`src/rtl/stsum_pkg.sv`:
```
package stsum_pkg;
  typedef enum logic [1:0] {
    RG_STATUS  = 2'd0,
    RG_SUMMARY = 2'd1,
    RG_EVENT   = 2'd2,
    RG_NONE    = 2'd3
  } region_t;

  function automatic region_t decode_region(
    input logic [7:0] addr,
    input logic [7:0] stat_base,
    input int         num_regs,
    input logic [7:0] summ_addr,
    input logic [7:0] evt_addr
  );
    if (addr >= stat_base && int'(addr) < int'(stat_base) + num_regs) return RG_STATUS;
    if (addr == summ_addr) return RG_SUMMARY;
    if (addr == evt_addr)  return RG_EVENT;
    return RG_NONE;
  endfunction
endpackage

```
`src/rtl/stsum_flag_bank.sv`:
```
module stsum_flag_bank #(
  parameter int NUM_REGS = 8,
  parameter int REG_W    = 8,
  parameter int ADDR_W   = 8,
  parameter logic [ADDR_W-1:0] STAT_BASE = 8'h40,
  parameter logic [ADDR_W-1:0] SUMM_ADDR = 8'h18,
  parameter logic [ADDR_W-1:0] EVT_ADDR  = 8'h04
) (
  input  logic                      clk,
  input  logic                      rst,
  input  logic [NUM_REGS*REG_W-1:0] set_i,
  input  logic                      wr_en,
  input  logic [ADDR_W-1:0]         addr,
  input  logic [REG_W-1:0]          wdata,
  output logic [NUM_REGS*REG_W-1:0] status_o
);
  import stsum_pkg::*;
  localparam int TOTAL = NUM_REGS * REG_W;

  region_t               wr_region;
  logic [ADDR_W-1:0]     wr_index;
  logic [TOTAL-1:0]      clr_mask;
  logic [TOTAL-1:0]      status_q;

  assign wr_region = decode_region(addr, STAT_BASE, NUM_REGS, SUMM_ADDR, EVT_ADDR);
  assign wr_index  = addr - STAT_BASE;

  for (genvar r = 0; r < NUM_REGS; r++) begin : g_reg
    assign clr_mask[r*REG_W +: REG_W] =
      (wr_en && wr_region == RG_STATUS && int'(wr_index) == r) ? wdata : '0;

    always_ff @(posedge clk) begin
      if (rst) status_q[r*REG_W +: REG_W] <= '0;
      else     status_q[r*REG_W +: REG_W] <=
                 (status_q[r*REG_W +: REG_W] & ~clr_mask[r*REG_W +: REG_W])
                 | set_i[r*REG_W +: REG_W];
    end
  end

  assign status_o = status_q;

  p_set_sticks_r2: assert property (@(posedge clk) disable iff (rst)
    (set_i != '0) |=> ((status_q & $past(set_i)) == $past(set_i)));

  p_set_wins_r7: assert property (@(posedge clk) disable iff (rst)
    ((set_i & clr_mask) != '0) |=> ((status_q & $past(set_i & clr_mask)) == $past(set_i & clr_mask)));

  p_clear_acks_r5: assert property (@(posedge clk) disable iff (rst)
    ((clr_mask & ~set_i) != '0) |=> ((status_q & $past(clr_mask & ~set_i)) == '0));

  p_hold_idle_r2: assert property (@(posedge clk) disable iff (rst)
    (!wr_en && set_i == '0) |=> $stable(status_q));
endmodule

```
`src/rtl/stsum_reduce.sv`:
```
module stsum_reduce #(
  parameter int NUM_REGS = 8,
  parameter int REG_W    = 8
) (
  input  logic [NUM_REGS*REG_W-1:0] status_i,
  output logic [NUM_REGS-1:0]       summary_o,
  output logic                      top_o
);
  for (genvar n = 0; n < NUM_REGS; n++) begin : g_or
    assign summary_o[n] = |status_i[n*REG_W +: REG_W];
  end
  assign top_o = |summary_o;
endmodule

```
`src/rtl/stsum_regif.sv`:
```
module stsum_regif #(
  parameter int NUM_REGS    = 8,
  parameter int REG_W       = 8,
  parameter int ADDR_W      = 8,
  parameter int EVT_SUM_BIT = 0,
  parameter logic [ADDR_W-1:0] STAT_BASE = 8'h40,
  parameter logic [ADDR_W-1:0] SUMM_ADDR = 8'h18,
  parameter logic [ADDR_W-1:0] EVT_ADDR  = 8'h04
) (
  input  logic                      clk,
  input  logic                      rst,
  input  logic                      rd_en,
  input  logic [ADDR_W-1:0]         addr,
  input  logic [NUM_REGS*REG_W-1:0] status_i,
  input  logic [NUM_REGS-1:0]       summary_i,
  input  logic                      top_i,
  output logic [REG_W-1:0]          rdata_o,
  output logic                      rvalid_o
);
  import stsum_pkg::*;

  region_t           rd_region;
  logic [ADDR_W-1:0] rd_index;
  logic [REG_W-1:0]  rd_mux;
  logic [REG_W-1:0]  rdata_q;
  logic              rvalid_q;

  assign rd_region = decode_region(addr, STAT_BASE, NUM_REGS, SUMM_ADDR, EVT_ADDR);
  assign rd_index  = addr - STAT_BASE;

  always_comb begin
    rd_mux = '0;
    unique case (rd_region)
      RG_STATUS: begin
        for (int r = 0; r < NUM_REGS; r++)
          if (int'(rd_index) == r) rd_mux = status_i[r*REG_W +: REG_W];
      end
      RG_SUMMARY: rd_mux[NUM_REGS-1:0] = summary_i;
      RG_EVENT:   rd_mux[EVT_SUM_BIT]  = top_i;
      default:    rd_mux = '0;
    endcase
  end

  always_ff @(posedge clk) begin
    if (rst) begin
      rdata_q  <= '0;
      rvalid_q <= 1'b0;
    end else begin
      rvalid_q <= rd_en;
      if (rd_en) rdata_q <= rd_mux;
    end
  end

  assign rdata_o  = rdata_q;
  assign rvalid_o = rvalid_q;

  p_rvalid_follows_r9: assert property (@(posedge clk) disable iff (rst)
    rd_en |=> rvalid_q);

  p_rvalid_idle_r9: assert property (@(posedge clk) disable iff (rst)
    !rd_en |=> !rvalid_q);

  p_unmapped_zero_r8: assert property (@(posedge clk) disable iff (rst)
    (rd_en && rd_region == RG_NONE) |=> (rdata_q == '0));
endmodule

```
`src/rtl/stsum_agg.sv`:
```
module stsum_agg #(
  parameter int NUM_REGS    = 8,
  parameter int REG_W       = 8,
  parameter int ADDR_W      = 8,
  parameter int EVT_SUM_BIT = 0,
  parameter logic [ADDR_W-1:0] STAT_BASE = 8'h40,
  parameter logic [ADDR_W-1:0] SUMM_ADDR = 8'h18,
  parameter logic [ADDR_W-1:0] EVT_ADDR  = 8'h04
) (
  input  logic                      clk,
  input  logic                      rst,
  input  logic [NUM_REGS*REG_W-1:0] set_pulse_i,
  input  logic                      host_wr_en,
  input  logic                      host_rd_en,
  input  logic [ADDR_W-1:0]         host_addr,
  input  logic [REG_W-1:0]          host_wdata,
  output logic [REG_W-1:0]          host_rdata,
  output logic                      host_rvalid,
  output logic [NUM_REGS-1:0]       summary_o,
  output logic                      sum_flag_o
);
  localparam int TOTAL = NUM_REGS * REG_W;

  logic [TOTAL-1:0]    status_w;
  logic [NUM_REGS-1:0] summary_w;
  logic                top_w;

  stsum_flag_bank #(
    .NUM_REGS(NUM_REGS), .REG_W(REG_W), .ADDR_W(ADDR_W),
    .STAT_BASE(STAT_BASE), .SUMM_ADDR(SUMM_ADDR), .EVT_ADDR(EVT_ADDR)
  ) u_bank (
    .clk(clk), .rst(rst), .set_i(set_pulse_i), .wr_en(host_wr_en),
    .addr(host_addr), .wdata(host_wdata), .status_o(status_w)
  );

  stsum_reduce #(.NUM_REGS(NUM_REGS), .REG_W(REG_W)) u_reduce (
    .status_i(status_w), .summary_o(summary_w), .top_o(top_w)
  );

  stsum_regif #(
    .NUM_REGS(NUM_REGS), .REG_W(REG_W), .ADDR_W(ADDR_W), .EVT_SUM_BIT(EVT_SUM_BIT),
    .STAT_BASE(STAT_BASE), .SUMM_ADDR(SUMM_ADDR), .EVT_ADDR(EVT_ADDR)
  ) u_regif (
    .clk(clk), .rst(rst), .rd_en(host_rd_en), .addr(host_addr),
    .status_i(status_w), .summary_i(summary_w), .top_i(top_w),
    .rdata_o(host_rdata), .rvalid_o(host_rvalid)
  );

  assign summary_o  = summary_w;
  assign sum_flag_o = top_w;

  // a write that hits no status register leaves every flag alone
  p_ro_write_ignored_r8: assert property (@(posedge clk) disable iff (rst)
    (host_wr_en && set_pulse_i == '0 &&
     (host_addr < STAT_BASE || int'(host_addr) >= int'(STAT_BASE) + NUM_REGS))
    |=> $stable(status_w));

  // a summary bit may only fall on a cycle that carried a write
  p_summary_fall_needs_ack_r6: assert property (@(posedge clk) disable iff (rst)
    (!host_wr_en) |=> ((summary_w & $past(summary_w)) == $past(summary_w)));
endmodule

```
`config.mk`:
```
export PLATFORM = sky130hd
export DESIGN_NAME = stsum_agg
export DESIGN_NICKNAME = d
export VERILOG_FILES = /design/src/rtl/stsum_pkg.sv /design/src/rtl/stsum_flag_bank.sv /design/src/rtl/stsum_reduce.sv /design/src/rtl/stsum_regif.sv /design/src/rtl/stsum_agg.sv
export SDC_FILE = /design/constraint.sdc
export NUM_CORES = 1
export LEC_CHECK = 0
export ABC_AREA = 1
export BUFFER_PORTS_ARGS = -buffer_cell sky130_fd_sc_hd__buf_2
export CORE_MARGIN = 2
export CORE_UTILIZATION = 52
export DETAILED_ROUTE_END_ITERATION = 8
export GPL_TIMING_DRIVEN = 1
export HOLD_SLACK_MARGIN = 0.12
export MAX_ROUTING_LAYER = met4
export PLACE_DENSITY_LB_ADDON = 0.3
export SLEW_MARGIN = 20
export SYNTH_ARGS = -nofsm -noshare
export SYNTH_HDL_FRONTEND = slang
export SYNTH_SLANG_ARGS = --single-unit
```
`constraint.sdc`:
```
create_clock -name clk -period 1.8 [get_ports clk]
set_input_delay 0.18 -clock clk [delete_from_list [all_inputs] [get_ports clk]]
set_output_delay 0.18 -clock clk [all_outputs]
set_load 0.05 [all_outputs]
```
==> results_dict.tcl <==
set metrics [dict create \
    antenna_found_initial 0 \
    period_needed_ps 1710 \
    hold_class "in2reg" \
    hpwl_um 9220 \
    numCtsBuffers 9 \
    cts_buffer_depth 2 \
    slew_headroom_pct 67.3 \
    final_max_slew_viol_count 0 \
    place_area_sq_um 4340 \
    dr_total_vias 4633 \
    clock_power_share_pct 35.1 \
    syn_inst 562 \
    wire_per_inst_um 17.6 \
    stdcell_count 842 \
    wl_um 14800 \
    p_int_mw 2.63 \
    worstPathCellList "nor2_1, nand2_1, nor2_2, nand2_1, nor2_2, nand2_2, buf_6" \
    fin_hold_ws_ps 157 \
    rrSetupSlack_ps 280 \
    crit_arrival_ps 1530 \
    cts_htree_levels 3 \
    grt_max_degree 74 \
    fillers 486 \
    crit_slowest_cell "dfxtp_1" \
    place.gp.congestion 1.01 \
    crit_type "reg2out" \
    cp-end-kind "output pin" \
    insertion_delay_ps 370 \
    synth_top_area_share_pct 40.1 \
    fin_area_sq_um 5230 \
    skew_ps 10.6 \
    rr_worst_depth 10 \
    dieWidth_um 87.7 \
    synth_largest_area_cell "dfxtp_1" \
    ys_ff_latch 73 \
    rsz0062_at_grt "false" \
    drc 0 \
    cts_tree "built" \
    cp_slowest_stage_delay_ps 360 \
    p_leak_nw 2.52 \
    cts_root_buf "clkbuf_8" \
    seq_area_frac_synth_pct 40.1 \
    grt_overflow 0 \
    p_sw_share_pct 29.6 \
    start_kind "flop" \
    fp-row-count 30 \
    period_share_pct 95.0 \
    multi_input_area_sq_um 1750 \
    grt_pass1_vias 4612 \
    outcome "complete, no violations" \
    yosys_warnings 0 \
    num-nets-final 825 \
    clk_pin_slew_ps 80 \
    cp_max_fo 3 \
    io_buffers 101 \
    via_per_inst 5.50 \
    worstMarginPinSlew_ps 490 \
    diodes 0 \
    hold_viol 0 \
    ys_types 24 \
    hp-start "host_rd_en" \
    synth_area_leaders "dfxtp_1, a21oi_1, inv_1" \
    switchingPower_mw 1.11 \
    first_iter_violations 373 \
    drive_above_1_share_pct 20.8 \
    dr.pass1.iters 6 \
    hold_path_depth 3 \
    power_frac_comb_pct 16.5 \
    die_h_um 87.7 \
    syn_area_per_cell_sq_um 6.49 \
    share_seq_of_total_power_pct 48.4 \
    min_to "u_regif.rdata_o[4]" \
    setup_tns_ps 0 \
    rr_endpoint "u_regif.rdata_o[0]" \
    syn_area_sq_um 3650 \
    synth_nets 646 \
    area_growth_pct 43.3 \
    ioPinCount 102 \
    crit_path_start "u_bank.status_o[18]" \
    max_freq_mhz 585 \
    regArea_sq_um 1460 \
    r2r-start "u_bank.status_o[18]" \
    dp.cells 762 \
    clkSinkCount 73 \
    drv_cap 0 \
    power.density_nw_per_um2 716 \
    ir_worst_vdd_mv 0.564 \
    ant_nets 0 \
    grt_pass1_wl_um 22700 \
    required_ps 1620 \
    setup_violations 0 \
    die-area_sq_um 7700 \
    grt_use_total_pct 40.9 \
    floorplan.initialDensity_pct 53.7 \
    core_area_sq_um 6790 \
]
==> metal layers <==
| layer | share of wire (%) | wire [um] | vias up | track usage [%] |
|---|---|---|---|---|
| li1 | - | - | 2150 | - |
| met2 | 46 | 6850 | 305 | 64.0 |
| met4 | 4.9 | 728 | 0 | 21.4 |
| met1 | 39 | 5760 | 2105 | 47.4 |
| met3 | 9.8 | 1460 | 73 | 11.6 |
| met5 | 0 | 0 | - | - |
==> synth_stat cells <==
cell	instances
nand3_2	1
buf_2	3
nor2_1	59
clkbuf_1	8
dfxtp_1	73
inv_2	1
buf_6	1
a21oi_1	83
nor2_4	2
nand2_2	2
nand4_2	1
nor3_1	5
and2_1	1
nand2_1	103
clkinv_1	2
nand3_1	18
nand4_1	19
nor2_2	4
and3_1	1
nor3_2	2
inv_1	108
o21ai_1	1
o21ai_0	63
nor3b_4	1
==> cell usage in the layout, fill, tap and decap left out, drive strengths merged <==
cell type	n
buf	116
inv	109
nand2	105
a21oi	83
dfxtp	73
nor2	65
dlygate4sd3	64
o21ai	64
nand4	20
nand3	19
clkbuf	9
clkinv	8
nor3	7
nor3b	1
and2	1
and3	1
bufinv	1
==> sequential cells by signal, summed over array words and instances (netlist names) <==
name / flops
u_regif.rdata_o: 8
u_regif.rvalid_o: 1
u_bank.status_o: 64
==> stage by stage <==
step | util (%) | worst slack [ps] | total power, mW
2_1_floorplan | - | 219 | 2.08
3_3_place_gp | 63.9 | 38.7 | 2.28
3_5_place_dp | 63.9 | 2.58 | 2.30
4_1_cts | 76.2 | 3.13 | 3.67
5_1_grt | 76.9 | 10.7 | 3.86
6_report | 76.9 | 90.2 | 3.74
==> critical path: cells and delay by family, from the launching register on <==
family                 cells  cell delay, ps
and+or+nand+nor            6             670
DFF                        1             360
buffers and inverters      1             160
==> layout make-up <==
| class | count | area share [%] |
|---|---|---|
| Tap cell | 96 | 2.30 |
| Multi-Input combinational cell | 366 | 33.6 |
| Inverter | 111 | 7.97 |
| Timing Repair Buffer | 180 | 24.4 |
| Clock inverter | 7 | 1.36 |
| Clock buffer | 9 | 2.37 |
| Sequential cell | 73 | 28.0 |
==> what timing repair did <==
item / in CTS / in global routing
gates resized for setup: 0 / 16
buffers inserted: 0 / 0
hold endpoints to repair: 64 / 0
hold buffers: 64 / 0
setup endpoints to repair: 0 / 1
==> how the worst max path moves through the flow <==
stage,to,slack (ps)
global placement,u_bank.status_o[29],40
CTS,sum_flag_o,3
finish,sum_flag_o,90
detailed placement,u_bank.status_o[30],3
global route,sum_flag_o,10
floorplan,u_regif.rdata_o[0],220
==> logic make-up (layout without fill, tap and decap cells) <==
family	after synthesis	count (layout)	share of synthesized area (%)
and+or+nand+nor	219	219	26.8
AOI/OAI and AO/OA	147	147	20.2
buffers and inverters	123	307	13.0
DFF	73	73	40.1
==> power groups by stage <==
stage | clock, mW | combinational (mW) | sequential (mW)
after floorplan | 0 | 0.263 | 1.81
after detailed placement | 0 | 0.461 | 1.83
after global routing | 1.37 | 0.673 | 1.82
final | 1.31 | 0.618 | 1.81
after CTS | 1.31 | 0.569 | 1.80
after global placement | 0 | 0.445 | 1.83
Power figures use the tool's default switching activity.
